### config.mk
export PLATFORM = sky130hd
export DESIGN_NAME = rtc_tick_unit
export DESIGN_NICKNAME = d
export VERILOG_FILES = /design/src/rtl/rtc_pkg.sv /design/src/rtl/rtc_sec_counter.sv /design/src/rtl/rtc_rate_divider.sv /design/src/rtl/rtc_pending_ctr.sv /design/src/rtl/rtc_tick_unit.sv
export SDC_FILE = /design/constraint.sdc
export NUM_CORES = 1
export LEC_CHECK = 0
export CAP_MARGIN = 0
export CORE_MARGIN = 8
export CORE_UTILIZATION = 45
export DETAILED_ROUTE_END_ITERATION = 8
export GPL_TIMING_DRIVEN = 0
export PLACE_DENSITY_LB_ADDON = 0.25
export SETUP_SLACK_MARGIN = 0.05
export SLEW_MARGIN = 20
export SYNTH_ARGS = -nofsm -noshare
export SYNTH_HDL_FRONTEND = slang
export SYNTH_HIERARCHICAL = 1
export SYNTH_SLANG_ARGS = --single-unit
### constraint.sdc
create_clock -name clk -period 3.6 [get_ports clk]
set_input_delay 0.72 -clock clk [delete_from_list [all_inputs] [get_ports clk]]
set_output_delay 0.72 -clock clk [all_outputs]
set_load 0.01 [all_outputs]
### src/rtl/rtc_pkg.sv
// Shared register offsets and widths of the seconds/periodic-interrupt block.
// Assumes byte offsets on a 12-bit register bus with 16-bit data.
package rtc_pkg;
    localparam int REG_W   = 16;
    localparam int SEC_W   = 2 * REG_W + 1;
    localparam int PEND_W  = 8;
    localparam logic [11:0] OFF_SEC_LO  = 12'h0C0;
    localparam logic [11:0] OFF_SEC_MID = 12'h0C2;
    localparam logic [11:0] OFF_SEC_HI  = 12'h0C4;
    localparam logic [11:0] OFF_RATE    = 12'h0D0;
    localparam logic [11:0] OFF_RATE_HI = 12'h0D2;
endpackage

### src/rtl/rtc_sec_counter.sv
// Seconds counter: a prescaler counts base pulses and bumps the seconds
// value once every SEC_DIV of them. Assumes SEC_DIV >= 1.
module rtc_sec_counter #(
    parameter int SEC_DIV = 32768,
    parameter int SEC_W   = 33
) (
    input  logic             clk,
    input  logic             rst_n,
    input  logic             base_tick,
    output logic [SEC_W-1:0] sec_o
);
    localparam int PRE_W = (SEC_DIV > 1) ? $clog2(SEC_DIV) : 1;
    localparam logic [PRE_W-1:0] PRE_LAST = PRE_W'(SEC_DIV - 1);

    logic [PRE_W-1:0] pre_q;
    logic [SEC_W-1:0] sec_q;

    // Prescale base pulses and advance the seconds count on wrap.
    always_ff @(posedge clk) begin
        if (!rst_n) begin
            pre_q <= '0;
            sec_q <= '0;
        end else if (base_tick) begin
            if (pre_q == PRE_LAST) begin
                pre_q <= '0;
                sec_q <= sec_q + 1'b1;
            end else begin
                pre_q <= pre_q + 1'b1;
            end
        end
    end

    assign sec_o = sec_q;
endmodule

### src/rtl/rtc_rate_divider.sv
// Periodic tick generator: a down-counter reloaded with divisor N emits a
// tick on every N-th base pulse. Idle until a non-zero divisor is loaded.
module rtc_rate_divider #(
    parameter int DIV_W = 16
) (
    input  logic             clk,
    input  logic             rst_n,
    input  logic             base_tick,
    input  logic             load_i,
    input  logic [DIV_W-1:0] div_i,
    output logic [DIV_W-1:0] div_o,
    output logic             tick_o
);
    logic [DIV_W-1:0] div_q;
    logic [DIV_W-1:0] cnt_q;
    logic             active_q;
    logic             last;

    assign last = (cnt_q == DIV_W'(1));

    // Load a new divisor or count base pulses down, reloading at the end.
    always_ff @(posedge clk) begin
        if (!rst_n) begin
            div_q    <= '0;
            cnt_q    <= '0;
            active_q <= 1'b0;
        end else if (load_i) begin
            div_q    <= div_i;
            cnt_q    <= div_i;
            active_q <= 1'b1;
        end else if (active_q && base_tick) begin
            cnt_q <= last ? div_q : cnt_q - 1'b1;
        end
    end

    assign tick_o = active_q && base_tick && last && !load_i;
    assign div_o  = div_q;
endmodule

### src/rtl/rtc_pending_ctr.sv
// Pending-tick counter: adds periodic ticks, removes one per acknowledge,
// saturates at its maximum. Drives the interrupt from the next count and
// blanks it for the cycle following an acknowledge.
module rtc_pending_ctr #(
    parameter int PEND_W = 8
) (
    input  logic              clk,
    input  logic              rst_n,
    input  logic              tick_i,
    input  logic              ack_i,
    output logic [PEND_W-1:0] count_o,
    output logic              irq_o
);
    localparam logic [PEND_W:0] PEND_MAX = {1'b0, {PEND_W{1'b1}}};

    logic [PEND_W-1:0] cnt_q;
    logic              irq_q;
    logic [PEND_W:0]   sum;
    logic [PEND_W-1:0] cnt_d;

    // Next count: add tick, drop one on acknowledge if any, clamp at max.
    always_comb begin
        sum = {1'b0, cnt_q} + {{PEND_W{1'b0}}, tick_i};
        if (ack_i && cnt_q != '0)
            sum = sum - 1'b1;
        cnt_d = (sum > PEND_MAX) ? PEND_MAX[PEND_W-1:0] : sum[PEND_W-1:0];
    end

    // Register the count and the interrupt request.
    always_ff @(posedge clk) begin
        if (!rst_n) begin
            cnt_q <= '0;
            irq_q <= 1'b0;
        end else begin
            cnt_q <= cnt_d;
            irq_q <= !ack_i && (cnt_d != '0);
        end
    end

    assign count_o = cnt_q;
    assign irq_o   = irq_q;
endmodule

### src/rtl/rtc_tick_unit.sv
// Top: seconds counter readable in three 16-bit registers plus a periodic
// interrupt with a pending-tick counter. Reads are combinational; writes
// and acknowledges take effect at the clock edge of the access cycle.
module rtc_tick_unit
    import rtc_pkg::*;
#(
    parameter int          ADDR_W  = 12,
    parameter int          SEC_DIV = 32768,
    parameter logic [11:0] ACK_OFF = 12'h1DE
) (
    input  logic              clk,
    input  logic              rst_n,
    input  logic              base_tick,
    input  logic              bus_sel,
    input  logic              bus_we,
    input  logic [ADDR_W-1:0] bus_addr,
    input  logic [REG_W-1:0]  bus_wdata,
    output logic [REG_W-1:0]  bus_rdata,
    output logic              irq
);
    logic [SEC_W-1:0]  sec_val;
    logic [REG_W-1:0]  rate_div;
    logic [PEND_W-1:0] pend_cnt;
    logic              per_tick;
    logic              rate_load;
    logic              ack_hit;

    // Decode divisor load and acknowledge access.
    always_comb begin
        rate_load = bus_sel && bus_we && (bus_addr == ADDR_W'(OFF_RATE))
                    && (bus_wdata != '0);
        ack_hit   = bus_sel && (bus_addr == ADDR_W'(ACK_OFF));
    end

    rtc_sec_counter #(.SEC_DIV(SEC_DIV), .SEC_W(SEC_W)) u_sec (
        .clk(clk), .rst_n(rst_n), .base_tick(base_tick), .sec_o(sec_val)
    );

    rtc_rate_divider #(.DIV_W(REG_W)) u_div (
        .clk(clk), .rst_n(rst_n), .base_tick(base_tick),
        .load_i(rate_load), .div_i(bus_wdata),
        .div_o(rate_div), .tick_o(per_tick)
    );

    rtc_pending_ctr #(.PEND_W(PEND_W)) u_pend (
        .clk(clk), .rst_n(rst_n), .tick_i(per_tick), .ack_i(ack_hit),
        .count_o(pend_cnt), .irq_o(irq)
    );

    // Read multiplexer for the seconds registers.
    always_comb begin
        bus_rdata = '0;
        if (bus_sel && !bus_we) begin
            if (bus_addr == ADDR_W'(OFF_SEC_LO))
                bus_rdata = {sec_val[0], {(REG_W-1){1'b0}}};
            else if (bus_addr == ADDR_W'(OFF_SEC_MID))
                bus_rdata = sec_val[REG_W:1];
            else if (bus_addr == ADDR_W'(OFF_SEC_HI))
                bus_rdata = sec_val[SEC_W-1:REG_W+1];
        end
    end
endmodule

==> After elaboration in Yosys (flattened, before gate mapping) <==
Index checks and enable logic that the tools add are counted.
{ "classes": {"addsub": 5, "order_cmp": 1, "n_eq_ne": 7, "mux": 10, "n_reduce_logical": 18} }
{ "ops": {"columns": ["cell", "count"], "rows": [
  ["16-bit 2-to-1 mux", 7],
  ["12-bit by 8-bit == test with 1-bit output, second input constant", 4],
  ["33-bit by 1-bit adder with 33-bit output, second input constant", 1],
  ["16-bit by 1-bit == test with 1-bit output, second input constant", 1],
  ["16-bit nonzero test", 1],
  ["8-bit nonzero test", 2],
  ["16-bit by 1-bit subtractor with 16-bit output, second input constant", 1],
  ["15-bit by 1-bit adder with 15-bit output, second input constant", 1],
  ["15-bit == test, second input constant", 1],
  ["15-bit 2-to-1 mux", 1],
  ["12-bit by 9-bit == test with 1-bit output, second input constant", 1],
  ["1-bit logical AND", 10],
  ["8-bit by 1-bit adder with 9-bit output", 1],
  ["9-bit by 8-bit > comparator with 1-bit output, second input constant", 1],
  ["9-bit 2-to-1 mux", 1],
  ["9-bit by 1-bit subtractor with 9-bit output, second input constant", 1],
  ["8-bit 2-to-1 mux", 1],
  ["1-bit zero test", 3],
  ["2-bit AND reduction", 1],
  ["2-bit nonzero test", 1]
]} }
{ "totals": {"regBits": 90, "input_bits": 33, "output_inout_bits": 17, "word_cells": 48} }

==> Longest topological paths before layout <==
{ "logic_depth": {"ltp_word": 12, "depth_mapped": 14, "ltp_nobuf": 12} }

==> By module <==
The synthesis kept the hierarchy.
{ "modules_own_cells": {"columns": ["mod", "n_inst", "cells_per_inst", "area_per_inst_um2", "seq_area_each_um2"], "rows": [
  ["rtc_sec_counter", 1, 258, 2212.1, 960.9],
  ["rtc_rate_divider", 1, 230, 1919.3, 660.6],
  ["rtc_pending_ctr", 1, 95, 848.3, 180.2],
  ["rtc_tick_unit", 1, 57, 416.6, 0.0]
]} }

==> Least setup slack after synthesis <==
OpenSTA, ideal clock, no wires.
{ "synth_path": {"path_type": "input port to flip-flop", "startpoint": "input port bus_addr[9]", "endpoint": "register u_pend.cnt_q[0] (netlist: u_pend/count_o[0])", "setup_time_ns": 0.115, "arrival_ns": 3.778, "t_required_ns": 3.485, "setup_slack_ns": -0.292, "path_stages": 14, "path_buffers": 3, "path_cell_list": "nor4_4 > nand2_1 > nor3_1 > buf_2 > buf_1 > nor3_1 > ha_1 > buf_6 > and2_4 > and4_4 > or4_4 > a211oi_4 > xnor2_2 > o21a_1"} }
{ "synth_between": {"elab_chain_cells": 10, "word_cells_on_any_way": 13, "cone_classes": "add/sub: 2; order compare: 1; eq/ne: 2; mux: 2; reduce/logical: 6"} }
{ "synth_rtl": {"columns": ["item", "line_no", "rtl"], "rows": [
  ["from (decl)", "rtc_tick_unit.sv:16", "input logic [ADDR_W-1:0] bus_addr,"],
  ["12-bit by 8-bit == test with 1-bit output (*)", "rtc_tick_unit.sv:30", "rate_load = bus_sel && bus_we && (bus_addr == ADDR_W'(OFF_RATE))"],
  ["1-bit logical AND (*)", "rtc_tick_unit.sv:30", null],
  ["1-bit logical AND (*)", "rtc_tick_unit.sv:31", "&& (bus_wdata != '0);"],
  ["via rate_load", "rtc_tick_unit.sv:25", "logic rate_load;"],
  ["1-bit zero test (*)", "rtc_rate_divider.sv:36", "assign tick_o = active_q && base_tick && last && !load_i;"],
  ["1-bit logical AND (*)", "rtc_rate_divider.sv:36", null],
  ["via per_tick", "rtc_tick_unit.sv:24", "logic per_tick;"],
  ["8-bit by 1-bit adder with 9-bit output (*)", "rtc_pending_ctr.sv:23", "sum = {1'b0, cnt_q} + {{PEND_W{1'b0}}, tick_i};"],
  ["9-bit by 1-bit subtractor with 9-bit output", "rtc_pending_ctr.sv:25", "sum = sum - 1'b1;"],
  ["9-bit 2-to-1 mux (*)", "rtc_pending_ctr.sv:24", "if (ack_i && cnt_q != '0)"],
  ["9-bit by 8-bit > comparator with 1-bit output", "rtc_pending_ctr.sv:26", "cnt_d = (sum > PEND_MAX) ? PEND_MAX[PEND_W-1:0] : sum[PEND_W-1:0];"],
  ["8-bit 2-to-1 mux (*)", "rtc_pending_ctr.sv:26", null],
  ["to (signal assigned)", "rtc_pending_ctr.sv:35", "cnt_q <= cnt_d;"],
  ["to (decl)", "rtc_pending_ctr.sv:16", "logic [PEND_W-1:0] cnt_q;"]
]} }
The timed path passes the listed nets; every way through them passes the cells marked *.
A chain may end at the register's enable or synchronous reset.

==> Worst setup path in the final report <==
{ "layout_path": {"startpoint": "input port bus_addr[7]", "endpoint": "register u_pend.cnt_q[5] (netlist: u_pend/count_o[5])"} }
Same word-level chain as after synthesis.

==> run summary <==
P&R area growth vs syn: 22.4%
Peak VDD IR: 0.000184 V
Final Hold Vio Count: 0
cts hold-fix bufs: 0
Post-synth EDFFs: 0
Syn Inst Count: 640
root buf cell: clkbuf_16
sw frac: 21.9%
Crit Path Category: primary input to flop
die span in x: 126 µm
via-per-instance ratio: 5.91
H-tree depth: 3
Avg Synthesized Cell Area: 8.43 µm²
first-pass GRT wire length: 23,500 µm
Vias: 5,095
r2r setup slk: 0.31 ns
# IOs: 50
DRT Pass-1 Iters: 5
RR Endpoint: u_pend/irq_o
Num CTS Buffers: 9
fin util: 55.7%
combinational cell fraction of total power: 4.9%
Synthesis Warnings: 6
max_cap viols: 0
reg2reg start: u_div/cnt_q[0]
vias in the first global route: 4,790
slew margin rel.: 56.1%
# setup viols final: 0
# fillers: 1,054
commonest non-fill, non-tap cell in the layout: dfxtp_1
worst setup slack after layout: 0.113 ns
All-Layer GR Usage: 17.8%
Post-Syn Area: 5400 µm²
most used flip-flop cell after synthesis: dfxtp_1
worst hold endpoint: u_sec/pre_q[1]
Pint: 1.57 mW
final WL: 14,400 µm
global route overflow: 0
Die ar.: 15,800 µm²
worst path arrival time: 3.72 ns
design area: 6600 µm²
power per cell area: 304 nW/µm²
Worst Skew: 0.0126 ns
CTS sink cnt: 90
most frequent cells in the layout: dfxtp_1 (90), nor2_1 (55), nand2_1 (53)
post-synthesis sequential area ratio: 33.4%
clock transition at the registers of the reported paths: 0.06 ns
largest cells by area after synthesis: dfxtp_1 (33%), xor2_1 (4.2%), mux2i_1 (3.9%)
Placement Setup Slack: -1.10 ns
PortBufs: 49
num rows: 40
core area: 11,900 µm²
CP Data Required Time: 3.83 ns
layout cells sized above 1: 15.2%
GP Congestion: 0.870
Worst Path Max Fanout: 7
Worst Setup End Kind: flop
post-route ant nets: 0
Starting Density: 45.5%
Mapped Nets: 680
CTS tree: yes
Worst-Skew Late Latency: 0.35 ns
Clock power frac: 45.2%
initial antenna violation count: 0
Multi-input gate area: 3510 µm²
startpoint types: primary input
Synth top area share: 33.4%
status: complete, no violations
Detailed Route Iter0 Violations: 498
cell taking the most area after synthesis: dfxtp_1
Pins Over Slew Limit: 0
RSZ-0062 raised after global routing: no
Net Switching: 0.440 mW
largest net degree at the start of global routing: 19
DP Area: 6080 µm²
Tightest Hold Check Type: flop to flop
die extent in y: 126 µm
hold depth: 2
r2r worst-path depth: 12
Worst-Margin Slew: 0.654 ns
Tmin final: 3.49 ns
Final period util: 96.9%
fmax: 287 MHz
# diodes: 0
Hold Startpoint: u_sec/pre_q[1]
#FFs+latches synth: 90
Pleak: 2.29 nW
sequential cell area: 1800 µm²
CTS max path bufs: 2
Synth cell types: 73
overall power: 2.01 mW
sequential share of power: 49.8%
Post-route DRC: 0
WL/cell: 16.7 µm
FFs w/ async S/R, synth: 0%
detailed placer's ending HPWL: 10,400 µm
final net count: 750
[synthesized netlist by cell type (4+ instances only)]
cell type,instances
dfxtp_1,90
nand2_1,55
nor2_1,55
a21oi_1,29
xor2_1,26
nand3_1,25
xnor2_1,23
mux2i_1,21
nor3_1,21
o21ai_0,21
nor2b_1,20
a22oi_1,15
nand4_1,15
buf_2,13
clkbuf_1,13
o31ai_1,13
or4_1,13
inv_1,12
nor2_2,12
nor4_1,11
o21a_1,10
or3_1,9
o211ai_1,8
a22o_1,7
and3_1,7
ha_1,7
o21ai_1,6
and4_1,5
buf_6,5
nor4_2,5
and2_1,4
nand2b_1,4
nand4_2,4
o311ai_0,4
[routing by layer]
metal  wire length [µm]  global-route usage (%)  vias to the layer above
li1                   -                       -                     2484
met4                210                    5.52                        0
met2               7080                    30.3                      150
met1               6480                    22.1                     2444
met3                650                    3.27                       17
met5                  0                       0                        -
[registers in the layout, summed over array words and instances (netlist names)]
name	flops
u_sec/pre_q	15
u_sec/sec_o	33
u_pend/irq_o	1
u_div/active_q	1
u_div/div_o	16
u_div/cnt_q	16
u_pend/count_o	8
[critical path: stages]
cell and delay (ns):
clkdlybuf4s50_1 0.46, and4b_2 0.27, nand2_4 0.08, nor3_4 0.21
buf_6 0.13, nor3_4 0.04, ha_2 0.18, buf_6 0.13
and2_4 0.17, and4_4 0.21, or4_4 0.43, a211oi_4 0.34
xnor2_4 0.15, o21a_1 0.20
[power by group through the flow]
stage          logic (mW)  registers (mW)  clock network (mW)
2_1_floorplan      0.0374            1.02                   0
3_3_place_gp       0.0996            1.02                   0
3_5_place_dp        0.101            1.02                   0
4_1_cts            0.0984            1.00               0.930
5_1_grt             0.106           0.999               0.965
6_report           0.0990            1.00               0.907
[repair_timing]
action / in CTS / in global routing
pin swaps: 12 / 21
resized for setup: 29 / 28
setup endpoints to repair: 9 / 8
setup buffers: 5 / 6
endpoints found under the hold margin: 0 / 0
[cell families (layout without fill, tap and decap cells)]
kind of cell / Yosys count / in the layout / share of synthesized area (%)
buffers and inverters: 47 / 122 / 4.27
muxes: 21 / 21 / 3.90
adders and majority gates: 7 / 7 / 1.62
DFF: 90 / 90 / 33.4
xor gates and xnor gates: 50 / 50 / 8.25
and+or+nand+nor: 290 / 290 / 31.2
AOI/OAI and AO/OA: 135 / 135 / 17.4
[final cells by class]
cell class              instances  area share (%)
plain buffers                  33            2.82
clock buffers                  15            4.21
clock inverters                 1           0.114
inverters                      13           0.739
multi-input cells             503            53.1
flip-flops and latches         90            27.3
well taps                     147            2.79
repair buffers                 60            8.90
[through the flow]
step                setup TNS [ns]  hold slack, ns  instances
floorplan                        0           0.452        640
global route                     0           0.515        862
CTS                              0           0.489        856
global placement             -7.46           0.463        836
finish                           0           0.493        862
detailed placement           -7.94           0.477        836
[worst max path at each step]
| stage | start | endpoint | cells after the start |
|---|---|---|---|
| detailed placement | bus_wdata[10] | u_pend/irq_o | 15 |
| floorplan | bus_wdata[2] | u_pend/irq_o | 14 |
| global placement | bus_wdata[10] | u_pend/irq_o | 15 |
| CTS | bus_wdata[8] | u_pend/irq_o | 14 |
| global route | bus_addr[7] | u_pend/irq_o | 15 |
| finish | bus_addr[7] | u_pend/count_o[5] | 14 |
No activity file was read; power rests on OpenSTA's default activity.
